**src/rtl/gpio_mask_port.sv**
```systemverilog
module gpio_mask_port #(
  parameter int WIDTH        = 8,
  parameter int AW           = 12,
  parameter int DW           = 32,
  parameter int READY_CYCLES = 3
) (
  input  logic          pclk,
  input  logic          presetn,
  input  logic          clk_en,
  input  logic          psel,
  input  logic          penable,
  input  logic          pwrite,
  input  logic [AW-1:0] paddr,
  input  logic [DW-1:0] pwdata,
  output logic [DW-1:0] prdata,
  output logic          pready,
  output logic          pslverr,
  input  logic [WIDTH-1:0] pin_in,
  output logic [WIDTH-1:0] pin_out,
  output logic [WIDTH-1:0] pin_oe
);

  localparam int CW = $clog2(READY_CYCLES + 1);
  localparam int WA = AW - 2;
  localparam logic [WA-1:0] DIR_WORD = WA'(1 << WIDTH);

  logic [CW-1:0]    cnt_q;
  logic [WIDTH-1:0] data_q, dir_q, sync1_q, sync2_q;
  logic             rdy;

  wire [WA-1:0]    word    = paddr[AW-1:2];
  wire [WIDTH-1:0] amask   = paddr[WIDTH+1:2];
  wire             hit_dat = (word[WA-1:WIDTH] == '0);
  wire             hit_dir = (word == DIR_WORD);
  wire             access  = psel & penable;
  wire             wr_ok   = access & pwrite & rdy;
  wire             wr_dat  = wr_ok & hit_dat;
  wire             wr_dir  = wr_ok & hit_dir;
  wire [WIDTH-1:0] wbyte   = pwdata[WIDTH-1:0];
  wire [WIDTH-1:0] view    = (data_q & dir_q) | (sync2_q & ~dir_q);
  wire             unused_bits = ^{paddr[1:0], pwdata[DW-1:WIDTH]};

  assign rdy = (cnt_q == CW'(READY_CYCLES));

  always_ff @(posedge pclk or negedge presetn)
    if (!presetn)         cnt_q <= '0;
    else if (!clk_en)     cnt_q <= '0;
    else if (!rdy)        cnt_q <= cnt_q + 1'b1;

  always_ff @(posedge pclk or negedge presetn)
    if (!presetn) begin
      sync1_q <= '0;
      sync2_q <= '0;
    end else begin
      sync1_q <= pin_in;
      sync2_q <= sync1_q;
    end

  always_ff @(posedge pclk or negedge presetn)
    if (!presetn)    data_q <= '0;
    else if (wr_dat) data_q <= (data_q & ~amask) | (wbyte & amask);

  always_ff @(posedge pclk or negedge presetn)
    if (!presetn)    dir_q <= '0;
    else if (wr_dir) dir_q <= wbyte;

  always_comb begin
    prdata = '0;
    if (psel && !pwrite && rdy) begin
      if (hit_dat)      prdata[WIDTH-1:0] = view & amask;
      else if (hit_dir) prdata[WIDTH-1:0] = dir_q;
    end
  end

  assign pready  = 1'b1;
  assign pslverr = access & ~rdy;
  assign pin_oe  = dir_q;
  assign pin_out = data_q & dir_q;

  assert_keep_unmasked_R2: assert property (@(posedge pclk) disable iff (!presetn)
    wr_dat |=> ((data_q ^ $past(data_q)) & ~$past(amask)) == '0);

  assert_read_mask_R3: assert property (@(posedge pclk) disable iff (!presetn)
    (psel && !pwrite && hit_dat) |-> (prdata[WIDTH-1:0] & ~amask) == '0);

  assert_dir_load_R7: assert property (@(posedge pclk) disable iff (!presetn)
    wr_dir |=> pin_oe == $past(wbyte));

  assert_early_noeffect_R9: assert property (@(posedge pclk) disable iff (!presetn)
    (access && !rdy) |=> ($stable(data_q) && $stable(dir_q)));

  assert_restart_R9: assert property (@(posedge pclk) disable iff (!presetn)
    !clk_en |=> !rdy);

endmodule

```
**config.mk**
```make
export PLATFORM = sky130hd
export DESIGN_NAME = gpio_mask_port
export DESIGN_NICKNAME = d
export VERILOG_FILES = /design/src/rtl/gpio_mask_port.sv
export SDC_FILE = /design/constraint.sdc
export NUM_CORES = 1
export LEC_CHECK = 0
export BUFFER_PORTS_ARGS = -buffer_cell sky130_fd_sc_hd__buf_4
export CORE_MARGIN = 2
export CORE_UTILIZATION = 25
export CTS_BUF_LIST = sky130_fd_sc_hd__clkbuf_4 sky130_fd_sc_hd__clkbuf_8
export DETAILED_ROUTE_END_ITERATION = 8
export PLACE_DENSITY = 0.49
export SLEW_MARGIN = 30
export SYNTH_ARGS = -nofsm -noshare
export SYNTH_HDL_FRONTEND = slang
export SYNTH_SLANG_ARGS = --single-unit
```
**constraint.sdc**
```tcl
create_clock -name pclk -period 2.13 [get_ports pclk]
set_clock_uncertainty 0.15 [all_clocks]
set_input_delay 0.213 -clock pclk [delete_from_list [all_inputs] [get_ports pclk]]
set_output_delay 0.213 -clock pclk [all_outputs]
set_load 0.1 [all_outputs]
```
# After elaboration in Yosys (flattened, before gate mapping)
# Index checks and enable logic that the tools add are counted.
dict set report totals {
  ff_bits 34
  output_inout_bits 50
  elab_cells 34
}
dict set report classes {
  add_sub_neg 1
  eq_ne 3
  mux 5
  bitwise_logic 16
  reduce_logical 4
}
# op count
set ops {}
lappend ops {{8-bit bitwise AND} 5}
lappend ops {{8-bit two-way mux} 3}
lappend ops {{8-bit inverter} 2}
lappend ops {{8-bit bitwise OR} 2}
lappend ops {{10-bit by 9-bit == test with 1-bit output (second input constant)} 1}
lappend ops {{1-bit bitwise AND} 6}
lappend ops {{2-bit two-way mux} 2}
lappend ops {{2-bit by 1-bit adder with 2-bit output (second input constant)} 1}
lappend ops {{2-bit == test (second input constant)} 1}
lappend ops {{1-bit logical AND} 2}
lappend ops {{2-bit logical NOT} 1}
lappend ops {{2-bit inequality test (second input constant)} 1}
lappend ops {{1-bit logical NOT} 1}
lappend ops {{1-bit inverter} 1}

# Logic depth before layout (Yosys ltp)
dict set report depth {
  word_depth 6
  depth_mapped 5
}

# Worst setup path before layout
# Ideal clock, no wire load.
dict set report synth_path {
  kind {reg-to-output}
  start {register dir_q[4] (netlist: pin_oe[4])}
  end {output prdata[4]}
  arrival_ns 3.515
  required_ns 1.767
  setup_slack_ns -1.748
  stages_incl_launch_ff 4
  path_buffers 0
  cell_sequence {dfrtp_1 and2_1 o211ai_1 a21oi_1}
}
dict set report synth_via {
  word_cells_on_any_way 8
}
# item line
set synth_rtl {}
lappend synth_rtl {{start, declared} 28} ;# logic [WIDTH-1:0] data_q, dir_q, sync1_q, sync2_q;
lappend synth_rtl {{start signal, assigned} 65} ;# else if (wr_dir) dir_q <= wbyte;
lappend synth_rtl {{8-bit bitwise AND} -}
lappend synth_rtl {{net pin_out[4]} 19} ;# output logic [WIDTH-1:0] pin_out,
lappend synth_rtl {{8-bit bitwise OR} 40} ;# wire [WIDTH-1:0] view = (data_q & dir_q) | (sync2_q & ~dir_q);
lappend synth_rtl {{8-bit bitwise AND} 70} ;# if (hit_dat) prdata[WIDTH-1:0] = view & amask;
lappend synth_rtl {{8-bit two-way mux} 70}
lappend synth_rtl {{8-bit two-way mux} 69} ;# if (psel && !pwrite && rdy) begin
lappend synth_rtl {{end, declared} 15} ;# output logic [DW-1:0] prdata,
# The timed path passes the listed nets, and every way through them passes these cells.

# Final worst setup path
dict set report layout_path {
  start {register cnt_q[1]}
  end {output prdata[7]}
}
dict set report layout_via {
  elab_chain_cells 3
}
# item line
set layout_rtl {}
lappend layout_rtl {{start, declared} 27} ;# logic [CW-1:0] cnt_q;
lappend layout_rtl {{start signal, assigned} 48} ;# else if (!rdy) cnt_q <= cnt_q + 1'b1;
lappend layout_rtl {{2-bit == test} 43} ;# assign rdy = (cnt_q == CW'(READY_CYCLES));
lappend layout_rtl {{1-bit logical AND} 69}
lappend layout_rtl {{8-bit two-way mux} 69}
# Every way passes these cells.

==> run metrics <==
per-cell routed wire length 13.4 um; met3 wire length 211 um; pre-CTS WS 292 ps; Initial Util 0.260; capturing point of the worst reg2reg path pin_oe[7]$_DFFE_PN0P_; Post-DP HPWL 2.90 mm; post-route clock period utilization 0.918; 1st-pass router iterations 8; fin worst setup slack 175 ps; most frequent cells in the layout buf_4, dfrtp_1, conb_1, mux2_2, dlygate4sd3_1; Metal-1 WL 1.72 mm; Core Footprint 6420 um^2; r2r setup slk 410 ps; Fin. Hold Viols 0; power per cell area 651 nW/um^2; Reg clk slew, reported paths 70 ps; Setup Buffers After CTS 0; CTS tree yes; most common cell after layout, fill and taps aside buf_4; H-tree depth 2; final WL 3.93 mm; critical path arrival 1590 ps; r2r worst-path depth 4; hold crit path type in -> reg; CTS resizes 0; design area 2490 um^2; die span in x 85.7 um; grt ovf 0; routability cong. 0.653; Max clock buf depth 2; Hold Path Depth 2; vias per cell 4.25; hold wc startpoint pwdata[4]; register area share after synthesis 0.509; RR Startpoint cnt_q[1]$_DFFE_PN0P_; uppermost layer routed met4; post-placement cell area 2280 um^2; root buffer cell clkbuf_8; setup TNS 0 ps; GRT Resource Usage Total 0.112; die area 7350 um^2; CP max FO 8; Mapped Area 1670 um^2; LEAKAGE 0.00113 uW; number of max-cap violations 0; vias in the first global route 1241; DR iter-0 viols 37; Hold EP pin_oe[4]$_DFFE_PN0P_; Yosys cell types 22; Die Height 85.7 um; row count 29; clock period minus worst slack 1960 ps; syn_area_per_cell 11.8 um^2; final net count 275; worst skew pair latency 280 ps; met2 routed WL 1.94 mm; cell count after synthesis 141; worst vdd rail ir drop 0.373 mV; setup violators final 0; Achievable Freq 511 MHz; IO Pins 108; failing checks DRC; initial antenna violation count 0; #FFs+latches synth 34; crit path capture type output pin; DRT antenna net count 0; Yosys warnings 0; Total Power 1620 uW; number of port buffers 56; fin util 0.387; status complete, but fails checks; Pins Over Slew Limit 0; via count 1249; Area Overhead vs Synth 48.8%; Worst Setup Path Type reg -> out; DRC 3; RSZ-0062 raised after global routing false; critical path launch point type register; total CTS buffers 5; diodes inserted 0; WP data required 1770 ps; first-pass GRT wire length 6.25 mm; CTS Sinks 34; pin count of the biggest net entering global routing 35; share of cells above drive strength 1 0.535
-- routing by layer --
metal,vias to the layer above,global-route usage
met5,-,0
met1,594,0.144
met2,50,0.178
li1,599,-
met4,0,0.0390
met3,6,0.0356
-- worst max-delay path by stage --
stage / from / to / slack (ps) / cells past startpoint
CTS: cnt_q[1]$_DFFE_PN0P_ / prdata[7] / 140 / 5
detailed placement: paddr[11] / prdata[7] / 290 / 6
global route: cnt_q[0]$_DFFE_PN0P_ / prdata[4] / 80 / 5
global placement: paddr[11] / prdata[1] / 280 / 6
finish: cnt_q[1]$_DFFE_PN0P_ / prdata[7] / 170 / 5
floorplan: pin_oe[4]$_DFFE_PN0P_ / prdata[4] / -40 / 3
-- kinds of logic (layout without fill, tap and decap cells) --
| family | after synthesis | after routing | share of synthesized area |
|---|---|---|---|
| compound gates | 16 | 16 | 0.0599 |
| xor+xnor | 1 | 1 | 0.00524 |
| fa+ha+maj | 1 | 1 | 0.00749 |
| buf+inv | 27 | 80 | 0.118 |
| flops | 34 | 34 | 0.509 |
| mux | 17 | 17 | 0.114 |
| other cells | 2 | 25 | 0.00450 |
| simple gates | 43 | 43 | 0.181 |
-- stage by stage --
stage          hold slack [ps]  instances
2_1_floorplan             -233        164
3_3_place_gp              46.8        276
3_5_place_dp              48.5        276
4_1_cts                   10.8        294
5_1_grt                   2.62        294
6_report                  22.1        294
-- power breakdown --
| part | total (uW) | internal [uW] | switching (uW) |
|---|---|---|---|
| Clock | 559 | 327 | 232 |
| Combinational | 368 | 90.9 | 277 |
| Sequential | 693 | 677 | 15.6 |
-- critical path: stages, from the launching register on --
cell      delay, ps
dfrtp_1         400
ha_4            190
nand3b_1         80
buf_4           220
a21oi_4         140
buf_4           300
-- synthesized netlist by cell type --
master    number  area, um^2
xnor2_1        1        8.76
nand4_1        8        50.1
mux2i_1        1        10.0
nand4_4        1        21.3
nor4_4         1        21.3
nor4b_4        1        23.8
nand2_1        1        3.75
and2_1         9        56.3
buf_2          2        10.0
mux2_2        16         180
nand3b_1       1        7.51
nand3_1        8        40.0
o211ai_1       8        60.1
ha_1           1        12.5
dfrtp_1       34         851
nor2_2         1        6.26
and4_1         1        8.76
buf_4         25         188
conb_1         2        7.51
nor2b_1        9        56.3
a21oi_1        8        40.0
nor2_1         2        7.51
-- final cells by class --
cell class | count | area (um^2)
clock buffers | 8 | 110
fillers | 640 | 3940
multi-input cells | 103 | 833
flip-flops and latches | 34 | 881
well taps | 77 | 96.3
repair buffers | 72 | 566
-- what timing repair did --
action                     CTS  global route
hold buffers                10             0
hold endpoints to repair    43             0
setup endpoints to repair    0             0
(Power assumes the default switching activity.)
